===== src/rtl/usb_lmon_pkg.sv =====
`timescale 1ns/1ps
package usb_lmon_pkg;

  typedef enum logic [1:0] {
    LN_SE0 = 2'b00,
    LN_J   = 2'b01,
    LN_K   = 2'b10,
    LN_SE1 = 2'b11
  } line_e;

  localparam logic [2:0] CODE_SE0  = 3'd0;
  localparam logic [2:0] CODE_J    = 3'd1;
  localparam logic [2:0] CODE_K    = 3'd2;
  localparam logic [2:0] CODE_SE1  = 3'd3;
  localparam logic [2:0] CODE_IDLE = 3'd4;

  // Map a filtered line pair to a bus state; low speed swaps J and K.
  function automatic line_e classify(input logic dp, input logic dm, input logic ls);
    line_e r;
    unique case ({dp, dm})
      2'b00:   r = LN_SE0;
      2'b11:   r = LN_SE1;
      2'b10:   r = ls ? LN_K : LN_J;
      default: r = ls ? LN_J : LN_K;
    endcase
    return r;
  endfunction

  function automatic int max2(input int a, input int b);
    return (a > b) ? a : b;
  endfunction

endpackage


===== src/rtl/usb_lmon_sync.sv =====
`timescale 1ns/1ps
module usb_lmon_sync #(
  parameter int LANES  = 2,
  parameter int STAGES = 2
) (
  input  logic             clk_i,
  input  logic             rst_ni,
  input  logic [LANES-1:0] raw_i,
  output logic [LANES-1:0] filt_o
);

  localparam int TOP = STAGES - 1;

  logic [STAGES-1:0][LANES-1:0] chain_q;
  logic [LANES-1:0]             sync_w;
  logic [LANES-1:0]             samp_q;
  logic [LANES-1:0]             filt_q, filt_d;
  logic                         agree_w;

  // metastability chain
  generate
    if (STAGES > 1) begin : g_chain
      always_ff @(posedge clk_i or negedge rst_ni) begin
        if (!rst_ni) chain_q <= '0;
        else         chain_q <= {chain_q[STAGES-2:0], raw_i};
      end
    end else begin : g_single
      always_ff @(posedge clk_i or negedge rst_ni) begin
        if (!rst_ni) chain_q <= '0;
        else         chain_q <= raw_i;
      end
    end
  endgenerate

  assign sync_w  = chain_q[TOP];
  assign agree_w = (sync_w == samp_q);

  // two-sample acceptance filter
  always_comb begin
    filt_d = filt_q;
    if (agree_w) filt_d = sync_w;
  end

  always_ff @(posedge clk_i or negedge rst_ni) begin
    if (!rst_ni) begin
      samp_q <= '0;
      filt_q <= '0;
    end else begin
      samp_q <= sync_w;
      filt_q <= filt_d;
    end
  end

  assign filt_o = filt_q;

  AST_FILT_TWO_SAMPLES: assert property (@(posedge clk_i) disable iff (!rst_ni)
    !$stable(filt_o) |-> ($past(sync_w, 1) == $past(sync_w, 2)));

endmodule


===== src/rtl/usb_lmon_runlen.sv =====
`timescale 1ns/1ps
module usb_lmon_runlen
  import usb_lmon_pkg::*;
#(
  parameter int CW      = 20,
  parameter int CNT_MAX = 1000
) (
  input  logic          clk_i,
  input  logic          rst_ni,
  input  line_e         state_i,
  output line_e         cur_o,
  output logic [CW-1:0] cnt_o,
  output logic          chg_o,
  output line_e         prev_o,
  output logic [CW-1:0] prev_len_o
);

  localparam logic [CW-1:0] SAT = CW'(CNT_MAX);

  line_e         cur_q, cur_d, prev_q, prev_d;
  logic [CW-1:0] cnt_q, cnt_d, plen_q, plen_d;
  logic          chg_q, chg_d;
  logic          diff_w, cnt_en_w;

  assign diff_w   = (state_i != cur_q);
  assign cnt_en_w = !diff_w && (cnt_q != SAT);

  always_comb begin
    cur_d  = cur_q;
    prev_d = prev_q;
    plen_d = plen_q;
    cnt_d  = cnt_q;
    chg_d  = 1'b0;
    if (diff_w) begin
      cur_d  = state_i;
      prev_d = cur_q;
      plen_d = cnt_q;
      cnt_d  = '0;
      chg_d  = 1'b1;
    end else if (cnt_en_w) begin
      cnt_d  = cnt_q + 1'b1;
    end
  end

  always_ff @(posedge clk_i or negedge rst_ni) begin
    if (!rst_ni) begin
      cur_q  <= LN_SE0;
      prev_q <= LN_SE0;
      plen_q <= '0;
      cnt_q  <= '0;
      chg_q  <= 1'b0;
    end else begin
      cur_q  <= cur_d;
      prev_q <= prev_d;
      plen_q <= plen_d;
      cnt_q  <= cnt_d;
      chg_q  <= chg_d;
    end
  end

  assign cur_o      = cur_q;
  assign prev_o     = prev_q;
  assign prev_len_o = plen_q;
  assign cnt_o      = cnt_q;
  assign chg_o      = chg_q;

  AST_RUN_RESTART: assert property (@(posedge clk_i) disable iff (!rst_ni)
    !$stable(cur_o) |-> (cnt_o == '0) && chg_o);

endmodule


===== src/rtl/usb_lmon_events.sv =====
`timescale 1ns/1ps
module usb_lmon_events
  import usb_lmon_pkg::*;
#(
  parameter int CW          = 20,
  parameter int FS_BIT      = 4,
  parameter int LS_BIT      = 32,
  parameter int IDLE_BITS   = 2,
  parameter int RESUME_BITS = 16,
  parameter int DISC_CYC    = 120,
  parameter int CONN_CYC    = 96000,
  parameter int RST_CYC     = 480000
) (
  input  logic          clk_i,
  input  logic          rst_ni,
  input  logic          ls_i,
  input  line_e         cur_i,
  input  logic [CW-1:0] cnt_i,
  input  logic          chg_i,
  input  line_e         prev_i,
  input  logic [CW-1:0] prev_len_i,
  output logic [2:0]    code_o,
  output logic          sop_o,
  output logic          eop_o,
  output logic          resume_o,
  output logic          disconnect_o,
  output logic          connect_o,
  output logic          reset_o,
  output logic          connected_o,
  output logic          in_reset_o
);

  localparam logic [CW-1:0] BIT_FS  = CW'(FS_BIT);
  localparam logic [CW-1:0] BIT_LS  = CW'(LS_BIT);
  localparam logic [CW-1:0] IDLE_FS = CW'(IDLE_BITS * FS_BIT);
  localparam logic [CW-1:0] IDLE_LS = CW'(IDLE_BITS * LS_BIT);
  localparam logic [CW-1:0] RES_FS  = CW'(RESUME_BITS * FS_BIT);
  localparam logic [CW-1:0] RES_LS  = CW'(RESUME_BITS * LS_BIT);
  localparam logic [CW-1:0] DISC_TH = CW'(DISC_CYC);
  localparam logic [CW-1:0] CONN_TH = CW'(CONN_CYC);
  localparam logic [CW-1:0] RST_TH  = CW'(RST_CYC);

  // speed-dependent windows
  logic [CW-1:0] bit_w, idle_w, res_w, eop_lo_w, eop_hi_w;
  assign bit_w    = ls_i ? BIT_LS  : BIT_FS;
  assign idle_w   = ls_i ? IDLE_LS : IDLE_FS;
  assign res_w    = ls_i ? RES_LS  : RES_FS;
  assign eop_lo_w = bit_w >> 1;
  assign eop_hi_w = bit_w << 1;

  logic [2:0] code_q, code_d;
  logic       arm_q, arm_d;
  logic       conn_q, conn_d;
  logic       inrst_q, inrst_d;
  logic       sop_q, eop_q, res_q, disc_q, cev_q, rev_q;
  logic       sop_d, eop_d, res_d, disc_d, cev_d, rev_d;
  logic       se0_fits_w, is_data_w;

  // line-state code
  always_comb begin
    unique case (cur_i)
      LN_SE0:  code_d = CODE_SE0;
      LN_J:    code_d = (cnt_i >= idle_w) ? CODE_IDLE : CODE_J;
      LN_K:    code_d = CODE_K;
      default: code_d = CODE_SE1;
    endcase
  end

  assign se0_fits_w = (prev_i == LN_SE0) && (prev_len_i >= eop_lo_w) &&
                      (prev_len_i <= eop_hi_w);
  assign is_data_w  = (cur_i == LN_J) || (cur_i == LN_K);

  // event sequencing
  always_comb begin
    sop_d  = (code_d == CODE_K) && (code_q == CODE_IDLE);
    eop_d  = arm_q && (cur_i == LN_J) && (cnt_i == bit_w - 1'b1);
    res_d  = (cur_i == LN_K) && (cnt_i == res_w);
    disc_d = conn_q && (cur_i == LN_SE0) && (cnt_i == DISC_TH);
    cev_d  = !conn_q && (cur_i == LN_J) && (cnt_i == CONN_TH);
    rev_d  = (cur_i == LN_SE0) && (cnt_i == RST_TH);

    arm_d = arm_q;
    if (chg_i)      arm_d = (cur_i == LN_J) && se0_fits_w;
    else if (eop_d) arm_d = 1'b0;

    conn_d = conn_q;
    if (disc_d)     conn_d = 1'b0;
    else if (cev_d) conn_d = 1'b1;

    inrst_d = inrst_q;
    if (rev_d)          inrst_d = 1'b1;
    else if (is_data_w) inrst_d = 1'b0;
  end

  always_ff @(posedge clk_i or negedge rst_ni) begin
    if (!rst_ni) begin
      code_q  <= CODE_SE0;
      arm_q   <= 1'b0;
      conn_q  <= 1'b0;
      inrst_q <= 1'b0;
      sop_q   <= 1'b0;
      eop_q   <= 1'b0;
      res_q   <= 1'b0;
      disc_q  <= 1'b0;
      cev_q   <= 1'b0;
      rev_q   <= 1'b0;
    end else begin
      code_q  <= code_d;
      arm_q   <= arm_d;
      conn_q  <= conn_d;
      inrst_q <= inrst_d;
      sop_q   <= sop_d;
      eop_q   <= eop_d;
      res_q   <= res_d;
      disc_q  <= disc_d;
      cev_q   <= cev_d;
      rev_q   <= rev_d;
    end
  end

  assign code_o       = code_q;
  assign sop_o        = sop_q;
  assign eop_o        = eop_q;
  assign resume_o     = res_q;
  assign disconnect_o = disc_q;
  assign connect_o    = cev_q;
  assign reset_o      = rev_q;
  assign connected_o  = conn_q;
  assign in_reset_o   = inrst_q;

  AST_IDLE_FROM_J: assert property (@(posedge clk_i) disable iff (!rst_ni)
    (code_o == CODE_IDLE) |-> ($past(cur_i) == LN_J));
  AST_SE1_SILENT: assert property (@(posedge clk_i) disable iff (!rst_ni)
    (cur_i == LN_SE1) |=> !(sop_o || eop_o || resume_o || disconnect_o || connect_o || reset_o));
  AST_DISC_CLEARS: assert property (@(posedge clk_i) disable iff (!rst_ni)
    disconnect_o |-> !connected_o);
  AST_CONN_SETS: assert property (@(posedge clk_i) disable iff (!rst_ni)
    connect_o |-> connected_o);
  AST_RESET_FLAG: assert property (@(posedge clk_i) disable iff (!rst_ni)
    reset_o |-> in_reset_o);
  AST_SOP_SINGLE: assert property (@(posedge clk_i) disable iff (!rst_ni)
    sop_o |=> !sop_o);
  AST_RESUME_SINGLE: assert property (@(posedge clk_i) disable iff (!rst_ni)
    resume_o |=> !resume_o);

endmodule


===== src/rtl/usb_line_monitor.sv =====
`timescale 1ns/1ps
module usb_line_monitor
  import usb_lmon_pkg::*;
#(
  parameter int CLK_HZ      = 48_000_000,
  parameter int SYNC_STAGES = 2,
  parameter int IDLE_BITS   = 2,
  parameter int RESUME_BITS = 16,
  parameter bit CONN_FULL   = 1'b1,
  parameter bit RST_FULL    = 1'b1
) (
  input  logic       clk_i,
  input  logic       rst_ni,
  input  logic       dp_i,
  input  logic       dm_i,
  input  logic       low_speed_i,
  output logic [2:0] line_code_o,
  output logic       sop_o,
  output logic       eop_o,
  output logic       resume_o,
  output logic       disconnect_o,
  output logic       connect_o,
  output logic       reset_o,
  output logic       connected_o,
  output logic       in_reset_o
);

  localparam int FS_BIT   = CLK_HZ / 12_000_000;
  localparam int LS_BIT   = CLK_HZ / 1_500_000;
  localparam int SHORT_TO = CLK_HZ / 400_000;
  localparam int DISC_CYC = SHORT_TO;
  localparam int CONN_CYC = CONN_FULL ? (CLK_HZ / 500) : SHORT_TO;
  localparam int RST_CYC  = RST_FULL  ? (CLK_HZ / 100) : SHORT_TO;
  localparam int LONGEST  = max2(max2(CONN_CYC, RST_CYC),
                                 max2(RESUME_BITS * LS_BIT, 2 * max2(IDLE_BITS, 2) * LS_BIT));
  localparam int CNT_MAX  = LONGEST + 1;
  localparam int CW       = $clog2(CNT_MAX + 1);

  logic [1:0]    filt_w;
  line_e         state_w, cur_w, prev_w;
  logic [CW-1:0] cnt_w, plen_w;
  logic          chg_w;

  usb_lmon_sync #(
    .LANES  (2),
    .STAGES (SYNC_STAGES)
  ) u_sync (
    .clk_i  (clk_i),
    .rst_ni (rst_ni),
    .raw_i  ({dp_i, dm_i}),
    .filt_o (filt_w)
  );

  assign state_w = classify(filt_w[1], filt_w[0], low_speed_i);

  usb_lmon_runlen #(
    .CW      (CW),
    .CNT_MAX (CNT_MAX)
  ) u_runlen (
    .clk_i      (clk_i),
    .rst_ni     (rst_ni),
    .state_i    (state_w),
    .cur_o      (cur_w),
    .cnt_o      (cnt_w),
    .chg_o      (chg_w),
    .prev_o     (prev_w),
    .prev_len_o (plen_w)
  );

  usb_lmon_events #(
    .CW          (CW),
    .FS_BIT      (FS_BIT),
    .LS_BIT      (LS_BIT),
    .IDLE_BITS   (IDLE_BITS),
    .RESUME_BITS (RESUME_BITS),
    .DISC_CYC    (DISC_CYC),
    .CONN_CYC    (CONN_CYC),
    .RST_CYC     (RST_CYC)
  ) u_events (
    .clk_i        (clk_i),
    .rst_ni       (rst_ni),
    .ls_i         (low_speed_i),
    .cur_i        (cur_w),
    .cnt_i        (cnt_w),
    .chg_i        (chg_w),
    .prev_i       (prev_w),
    .prev_len_i   (plen_w),
    .code_o       (line_code_o),
    .sop_o        (sop_o),
    .eop_o        (eop_o),
    .resume_o     (resume_o),
    .disconnect_o (disconnect_o),
    .connect_o    (connect_o),
    .reset_o      (reset_o),
    .connected_o  (connected_o),
    .in_reset_o   (in_reset_o)
  );

endmodule


===== config.mk =====
export PLATFORM = sky130hd
export DESIGN_NAME = usb_line_monitor
export DESIGN_NICKNAME = d
export VERILOG_FILES = /design/src/rtl/usb_lmon_pkg.sv /design/src/rtl/usb_lmon_sync.sv /design/src/rtl/usb_lmon_runlen.sv /design/src/rtl/usb_lmon_events.sv /design/src/rtl/usb_line_monitor.sv
export SDC_FILE = /design/constraint.sdc
export NUM_CORES = 1
export LEC_CHECK = 0
export ABC_AREA = 1
export ABC_CLOCK_PERIOD_IN_PS = 1200
export BUFFER_PORTS_ARGS = -buffer_cell sky130_fd_sc_hd__buf_2
export CAP_MARGIN = 20
export CORE_MARGIN = 2
export CORE_UTILIZATION = 55
export CTS_CLUSTER_DIAMETER = 150
export DETAILED_ROUTE_END_ITERATION = 7
export PLACE_DENSITY = 0.75
export SKIP_CTS_REPAIR_TIMING = 1
export SYNTH_ARGS = -nofsm -noshare
export SYNTH_HDL_FRONTEND = slang
export SYNTH_HIERARCHICAL = 1
export SYNTH_SLANG_ARGS = --single-unit
export TNS_END_PERCENT = 30

===== constraint.sdc =====
create_clock -name clk_i -period 1.2 [get_ports clk_i]
set_input_delay 0.06 -clock clk_i [delete_from_list [all_inputs] [get_ports clk_i]]
set_output_delay 0.06 -clock clk_i [all_outputs]
set_load 0.005 [all_outputs]

==> key figures, run 1 <==
Clock network
  • Maximum clock insertion buffer count: 2
  • Clock buffers created by TritonCTS: 9
  • Number of clock sinks: 63
  • Root Buffer: sky130_fd_sc_hd__clkbuf_8
  • Clock tree from TritonCTS: done
  • Clock transition time at the flip-flop clock pins of the worst setup and hold paths: 70 ps
  • Skew-Pair Late Insertion Delay: 350 ps
  • Total number of H-tree levels: 3

Finish
  • Leading cell types in the layout, fill and taps excluded: 120 x sky130_fd_sc_hd__nand2_1, 68 x sky130_fd_sc_hd__nor2_1, 61 x sky130_fd_sc_hd__inv_1, 55 x sky130_fd_sc_hd__buf_4, 49 x sky130_fd_sc_hd__dfrtp_1
  • Final cell count without fillers: 636
  • Nets@finish: 573
  • Most common cell after layout, fill and taps aside: sky130_fd_sc_hd__nand2_1
  • Relative area change from synthesis to final layout: 34.24%
  • Fraction of final layout cells sized beyond drive strength 1: 0.2977
  • Antenna diode count: 0

STA
  • Setup Skew: 10.85 ps
  • Shortest period the worst path allows: 1477 ps
  • Setup repair after global routing missed its margin: yes
  • Slew HR: 0.7658
  • Setup-failing EPs final: 51
  • Final Hold Fails: 0
  • Hold slack final: 102.6 ps
  • Share of the cycle needed by the critical path after routing: 1.231
  • Transition time at the pin with the least slew margin: 351.3 ps
  • Highest attainable clock frequency: 677.1 MHz
  • Number of slew-limit violations in the final report: 0
  • Crit path setup slack, layout: -276.9 ps

Routing
  • Overall via count from detail_route: 3,571
  • Remaining antenna violation count after routing: 0
  • Total routed wirelength: 10.17 mm
  • First-pass DRT Iterations: 5
  • Routed length per instance: 15.99 um
  • Number of design rule violations left after detail routing: 0
  • Iter 0 DRT Violations: 408
  • Mean number of vias per cell: 5.615

Floorplan
  • Effective utilization at floorplan: 0.5777
  • Die Span Y: 83.33 um
  • Die ar.: 6943 um^2
  • Cell row count: 28
  • Placeable core region: 5991 um^2
  • Number of primary I/O pins: 16
  • DIE WIDTH: 83.33 um

Status
  • Status: finished, violations left
  • Violations in the final reports: negative setup slack

Place
  • DP Cell Count: 607
  • Half-perimeter wire length after detailed placement: 6.277 mm
  • Total of buffers placed on input and output ports: 15
  • Routability congestion estimate: 0.9222

Critical path
  • Critical Path RT: 1430 ps
  • Crit. End Element: flip-flop
  • Largest fanout on the critical path: 4
  • Cell type of the slowest stage on the worst timing path: sky130_fd_sc_hd__dfrtp_2
  • Worst path arrival time: 1710 ps
  • Launching element type of the critical path: flip-flop
  • Critical path start-end classification: flip-flop to flip-flop
  • Critical-path cell list: inv_2 > ha_4 > nand2_1 > nor2_1 > nand4_1 > nor2_2 > a21oi_2
  • Crit path largest cell delay: 500 ps

Logic synthesis
  • Synth warn: 6
  • Mapped cell area: 3461 um^2
  • Register bit count reported by yosys: 63
  • Number of different library cells in the post-synthesis netlist: 29
  • Cell count after synthesis: 469
  • Net count after synthesis: 486
  • Average size of a mapped cell: 7.379 um^2
  • Fraction of the yosys area taken by sequential cells: 0.4555

GRT
  • Global-route congestion overflow total: 0
  • Vias in the first global route: 3,142
  • GR Util All Layers: 0.2646
  • Maximum number of pins on one net before global-route repair: 64
  • Number of antenna violations at the first check in global routing: 0
  • Global-route wire length before repair: 14.51 mm

Pwr
  • Worst vdd rail ir drop: 1.248 mV
  • Internal cell power: 0.004224 W
  • Portion of total power attributed to combinational logic: 0.306
  • Areal power density over the cells: 1347 nW/um^2
  • Reg power frac: 0.395
  • Net switching power figure: 0.002036 W
  • Clock share of power: 0.299
  • Leakage dissipation: 2.334 nW
  • Switching power as a share of total power: 0.3252

Run
  • Max-cap violation count: 0

Min path
  • Worst hold-check path type: input pin to flip-flop
[layer usage]
| metal | up-vias | track usage | wire, um |
|---|---|---|---|
| met2 | 172 | 0.4362 | 4932 |
| li1 | 1651 | - | - |
| met1 | 1712 | 0.3528 | 4288 |
| met5 | - | 0 | 0 |
| met4 | 0 | 0.08793 | 284 |
| met3 | 36 | 0.04970 | 664 |
[state kept, by name, summed over array words and instances (netlist names)]
name,cells
u_runlen/cnt_o,19
u_runlen/prev_len_o,19
u_events/code_o,3
u_runlen/cur_o,2
u_runlen/prev_o,2
u_sync/chain_q,2
u_sync/filt_o,2
u_sync/samp_q,2
u_sync/sync_w,2
u_events/arm_q,1
u_events/connect_o,1
u_events/connected_o,1
u_events/disconnect_o,1
u_events/eop_o,1
u_events/in_reset_o,1
u_events/reset_o,1
u_events/resume_o,1
u_events/sop_o,1
u_runlen/chg_o,1
[worst max-delay path, delay by kind of cell (launching register included)]
kind,cells,cell delay (ps)
compound gates,1,60
buf+inv,1,120
flops,1,500
simple gates,4,540
fa+ha+maj,1,140
[power by group through the flow]
stage / registers (W) / clock network (W) / logic (W)
2_1_floorplan: 0.00246 / 0 / 0.000805
3_3_place_gp: 0.00247 / 0 / 0.00123
3_5_place_dp: 0.00248 / 0 / 0.00126
4_1_cts: 0.00244 / 0.00189 / 0.00127
5_1_grt: 0.00249 / 0.00200 / 0.00206
6_report: 0.00247 / 0.00187 / 0.00192
[layout make-up]
class	count	area, um^2
Sequential cell	63	1594
Clock buffer	10	137.6
Multi-Input combinational cell	332	1813
Clock inverter	6	60.06
Timing Repair Buffer	83	693.2
Tap cell	75	93.84
Fill cell	381	1345
Inverter	67	254.0
[Yosys cell counts, drive strengths merged]
cell	count	area share
a21oi	11	0.016
inv	67	0.073
o22ai	1	0.0018
or2	1	0.0018
buf	6	0.012
nor3	6	0.0087
nand2	134	0.15
ha	12	0.043
o21bai	1	0.0022
dfrtp	63	0.46
xor2	5	0.013
a211oi	1	0.0036
xnor2	1	0.0025
clkbuf	2	0.0022
a21boi	1	0.0022
and2	3	0.0054
o21ai	24	0.035
nor2	85	0.10
nand4	9	0.016
nor4	1	0.0018
nand3	35	0.051
[logic make-up after synthesis]
logic type	share of synthesized area
compound gates	0.06038
xor+xnor	0.01518
fa+ha+maj	0.04338
buf+inv	0.08677
flops	0.4555
simple gates	0.3388
[per-stage QoR]
stage / worst slack (ps) / TNS, ps / total power (W) / cell area [um^2] / util
final: -276.9 / -9330 / 0.006260 / 4646 / 0.7755
after global routing: -324.4 / -12580 / 0.006548 / 4646 / 0.7755
after CTS: -264.8 / -10360 / 0.005600 / 4254 / 0.7101
after detailed placement: -235.3 / -8667 / 0.003748 / 4056 / 0.6771
after global placement: -171.1 / -6528 / 0.003706 / 4056 / 0.6771
after floorplan: -47.10 / -223.6 / 0.003261 / 3490 / -
[worst paths after layout]
path / startpoint / end / slack [ps] / cells after the start
max: u_runlen/cur_o[0] / u_events/connected_o / -280 / 7
min: low_speed_i / u_runlen/cur_o[1] / 100 / 3
max reg2reg: u_runlen/cur_o[0] / u_events/connected_o / -280 / 7
min reg2reg: u_sync/chain_q[1] / u_sync/sync_w[1] / 360 / 0
max in group asynchronous: rst_ni / u_runlen/cnt_o[10] / 640 / 3
min in group asynchronous: rst_ni / u_events/eop_o / 240 / 3
Power figures use the tool's default switching activity.
==> run 2, diff against run 1 <==
--- a/config.mk
+++ b/config.mk
@@ -5,12 +5,11 @@
 export SDC_FILE = /design/constraint.sdc
 export NUM_CORES = 1
 export LEC_CHECK = 0
-export ABC_AREA = 1
 export ABC_CLOCK_PERIOD_IN_PS = 1200
 export BUFFER_PORTS_ARGS = -buffer_cell sky130_fd_sc_hd__buf_2
 export CAP_MARGIN = 20
 export CORE_MARGIN = 2
-export CORE_UTILIZATION = 55
+export CORE_UTILIZATION = 54
 export CTS_CLUSTER_DIAMETER = 150
 export DETAILED_ROUTE_END_ITERATION = 7
 export PLACE_DENSITY = 0.75
==> key figures, run 2 <==
Place
  • Half-perimeter wire length after detailed placement: 5.586 mm (-11%)
  • Post-detailed-placement cell area: 3772 um^2 (-7.0%)
  • Routability congestion estimate: 0.8881 (-3.7%)
  • Pre-CTS setup slack: -591.9 ps (-356.6 ps)
  • Total of buffers placed on input and output ports: 15 (unchanged)

Finish
  • Antenna diode count: 0 (unchanged)
  • Number of fill cells in the layout: 303 (-20%)
  • Area of all sequential standard cells: 1583 um^2 (-0.71%)
  • Most common cell after layout, fill and taps aside: sky130_fd_sc_hd__buf_4
  • Leading cell types in the layout, fill and taps excluded: 73 x sky130_fd_sc_hd__buf_4, 58 x sky130_fd_sc_hd__dfrtp_1, 38 x sky130_fd_sc_hd__nand2_1, 17 x sky130_fd_sc_hd__nor2_1, 15 x sky130_fd_sc_hd__buf_2
  • Relative area change from synthesis to final layout: 46.61%
  • Area of the multi-input gates: 1669 um^2 (-7.9%)
  • Fraction of final layout cells sized beyond drive strength 1: 0.4354 (+0.1377)
  • Final non-filler cell area: 4459 um^2 (-4.0%)
  • Nets@finish: 430 (-25%)

Routing
  • Remaining antenna violation count after routing: 0 (unchanged)
  • Mean number of vias per cell: 5.894 (+5.0%)
  • Iter 0 DRT Violations: 306 (-25%)
  • First-pass DRT Iterations: 5 (unchanged)
  • Routed length per instance: 19.13 um (+20%)
  • Overall via count from detail_route: 2,888 (-19%)
  • Total routed wirelength: 9.376 mm (-7.8%)
  • Number of design rule violations left after detail routing: 0 (unchanged)

Critical path
  • Crit. End Element: flip-flop
  • Cell type of the slowest stage on the worst timing path: sky130_fd_sc_hd__or4bb_4
  • Worst path arrival time: 2080 ps (+370 ps)
  • Critical Path RT: 1420 ps (about the same)
  • Critical-path cell list: inv_2 > ha_4 > or4bb_4 > a2111o_1 > o21ai_1 > o21ai_1
  • Most frequent cell on the critical path: sky130_fd_sc_hd__o21ai_1
  • Largest fanout on the critical path: 2 (-2)
  • Worst-case register-to-register setup slack: -660 ps (-380 ps)
  • Worst reg2reg path depth: 6 (-1)
  • Cell family contributing the most delay on the critical path: simple AND/OR/NAND/NOR gates
  • R2r startpoint: u_runlen/cnt_o[3]
  • Launching element type of the critical path: flip-flop
  • Critical path start-end classification: flip-flop to flip-flop
  • WP buf/inv: 1 (unchanged)
  • Crit path largest cell delay: 530 ps (+30 ps)
  • Critical register-to-register path endpoint: u_events/arm_q

STA
  • Setup-failing EPs final: 51 (unchanged)
  • Setup repair after global routing missed its margin: yes
  • Share of the cycle needed by the critical path after routing: 1.549 (+0.3180)
  • Setup Skew: 12.75 ps (+1.901 ps)
  • Final Hold Fails: 0 (unchanged)
  • Highest attainable clock frequency: 538.1 MHz (-21%)
  • Transition time at the pin with the least slew margin: 449.5 ps (+98.17 ps)
  • Number of slew-limit violations in the final report: 0 (unchanged)
  • Aggregate negative setup slack: -20,090 ps (-10,760 ps)
  • Slew HR: 0.7004 (-0.06545)
  • Shortest period the worst path allows: 1859 ps (+381.6 ps)
  • Crit path setup slack, layout: -658.5 ps (-381.6 ps)

Run
  • Max-cap violation count: 0 (unchanged)

Logic synthesis
  • Area share of the leading cell type in the synthesized netlist: 0.5183 (+0.06277)
  • Average size of a mapped cell: 9.876 um^2 (+34%)
  • Cell types occupying the most area after synthesis: sky130_fd_sc_hd__dfrtp_1 52%, sky130_fd_sc_hd__nand2_1 7.5%, sky130_fd_sc_hd__ha_1 4.9%
  • Synth warn: 6 (unchanged)
  • Net count after synthesis: 325 (-33%)
  • Number of different library cells in the post-synthesis netlist: 54 (+86%)
  • Library cell with the largest summed area after synthesis: sky130_fd_sc_hd__dfrtp_1
  • Main flop type after synthesis: sky130_fd_sc_hd__dfrtp_1
  • Mapped cell area: 3042 um^2 (-12%)
  • Share of synthesized flip-flops with an asynchronous set or reset: 1.000 (unchanged)
  • Top-count cell post-synth: sky130_fd_sc_hd__dfrtp_1
  • Top post-synthesis cells by count: 63 x sky130_fd_sc_hd__dfrtp_1, 61 x sky130_fd_sc_hd__nand2_1, 19 x sky130_fd_sc_hd__nor2_1
  • Fraction of the yosys area taken by sequential cells: 0.5183 (+0.06277)
  • EDFF count, synth: 0 (unchanged)
  • Register bit count reported by yosys: 63 (unchanged)
  • Cell count after synthesis: 308 (-34%)

GRT
  • Global-route congestion overflow total: 0 (unchanged)
  • Global-route wire length before repair: 12.82 mm (-12%)
  • Maximum number of pins on one net before global-route repair: 36 (-44%)
  • Number of antenna violations at the first check in global routing: 0 (unchanged)
  • GR Util All Layers: 0.2695 (+0.004813)
  • Vias in the first global route: 2,639 (-16%)

Floorplan
  • Die Span Y: 79.05 um (-5.1%)
  • Placeable core region: 5473 um^2 (-8.6%)
  • DIE WIDTH: 79.05 um (-5.1%)
  • Die ar.: 6249 um^2 (-10%)
  • Effective utilization at floorplan: 0.5558 (-0.02191)
  • Cell row count: 27 (-3.6%)
  • Number of primary I/O pins: 16 (unchanged)

Min path
  • Worst hold-check path type: input pin to flip-flop
  • Sink of the worst hold path: u_runlen/cur_o[1]
  • Worst Min Path Start: low_speed_i
  • Hold path cells: 3 (unchanged)

Pwr
  • Leakage dissipation: 2.232 nW (-4.4%)
  • Areal power density over the cells: 1488 nW/um^2 (+10%)
  • Worst vdd rail ir drop: 1.221 mV (-2.1%)
  • Total Power: 0.006633 W (+6.0%)

Clock network
  • Clock buffers created by TritonCTS: 9 (unchanged)
  • Clock tree from TritonCTS: done
  • Skew-Pair Late Insertion Delay: 350 ps (about the same)
  • Maximum clock insertion buffer count: 2 (unchanged)
  • Root Buffer: sky130_fd_sc_hd__clkbuf_8
  • Number of clock sinks: 63 (unchanged)
  • Total number of H-tree levels: 3 (unchanged)
  • Clock transition time at the flip-flop clock pins of the worst setup and hold paths: 80 ps (about the same)

Status
  • Status: finished, violations left
  • Violations in the final reports: negative setup slack
run 2: changes by cell type after synthesis, moves of 5 or more:
cell / before / now
sky130_fd_sc_hd__nor2_2: 8 / 0
sky130_fd_sc_hd__inv_1: 65 / 15
sky130_fd_sc_hd__nand3_1: 35 / 12
sky130_fd_sc_hd__nor2_1: 74 / 19
sky130_fd_sc_hd__nor4_1: 1 / 9
sky130_fd_sc_hd__nand2_1: 128 / 61
sky130_fd_sc_hd__xor2_1: 5 / 12
sky130_fd_sc_hd__a21oi_1: 11 / 6
sky130_fd_sc_hd__o21ai_0: 23 / 10
sky130_fd_sc_hd__nand2_2: 6 / 0
run 2: power by group:
part | leakage, nW | total (W) | internal (W) | switching (W)
registers | 0.835 | 0.00251 | 0.00231 | 0.000204
clock network | 0.0849 | 0.00173 | 0.000811 | 0.000914
logic | 1.31 | 0.00239 | 0.00119 | 0.00121
total | 2.23 | 0.00663 | 0.00431 | 0.00233
run 2: worst max-delay path by stage:
stage                      startpoint        endpoint  slack, ps  cells after the start
global route        u_runlen/cnt_o[3]  u_events/arm_q       -710                      6
global placement    u_runlen/cnt_o[3]  u_events/arm_q       -530                      6
detailed placement  u_runlen/cnt_o[3]  u_events/arm_q       -590                      6
finish              u_runlen/cnt_o[3]  u_events/arm_q       -660                      6
floorplan           u_runlen/cnt_o[3]  u_events/arm_q       -580                      6
CTS                 u_runlen/cnt_o[3]  u_events/arm_q       -610                      6
run 2: worst reg2reg max path, cell delays in order, from the launching register on:
cell                       delay (ps)
sky130_fd_sc_hd__dfrtp_2          410
sky130_fd_sc_hd__inv_2             70
sky130_fd_sc_hd__ha_4             190
sky130_fd_sc_hd__or4bb_4          530
sky130_fd_sc_hd__a2111o_1         320
sky130_fd_sc_hd__o21ai_1          130
sky130_fd_sc_hd__o21ai_1           80
run 2: cell type report:
cell class / instances / area share
clock buffers: 10 / 0.03086
clock inverters: 6 / 0.01010
inverters: 16 / 0.01459
multi-input cells: 220 / 0.3743
flip-flops and latches: 63 / 0.3549
well taps: 72 / 0.02020
repair buffers: 103 / 0.1950
run 2: routing by layer:
layer	global-route usage	up-vias	wire length, um
met2	0.4305	156	4606
li1	-	1289	-
met5	0	-	0
met4	0.1017	0	286
met1	0.3623	1404	3751
met3	0.05682	39	732
run 2: cell families (layout without fill, tap and decap cells):
logic type	after synthesis	in the layout	share of synthesized area
simple gates	154	154	0.2690
flops	63	63	0.5183
compound gates	35	35	0.07240
buf+inv	25	135	0.03455
xor+xnor	17	17	0.04895
fa+ha+maj	12	12	0.04936
mux	2	2	0.007404
run 2: per-stage QoR:
| stage | hold slack (ps) | cells | util |
|---|---|---|---|
| finish | 170.4 | 490 | 0.8148 |
| global route | 172.9 | 490 | 0.8148 |
| floorplan | -235.6 | 308 | - |
| global placement | 95.28 | 459 | 0.6893 |
| CTS | -282.8 | 475 | 0.7227 |
| detailed placement | 94.54 | 459 | 0.6893 |
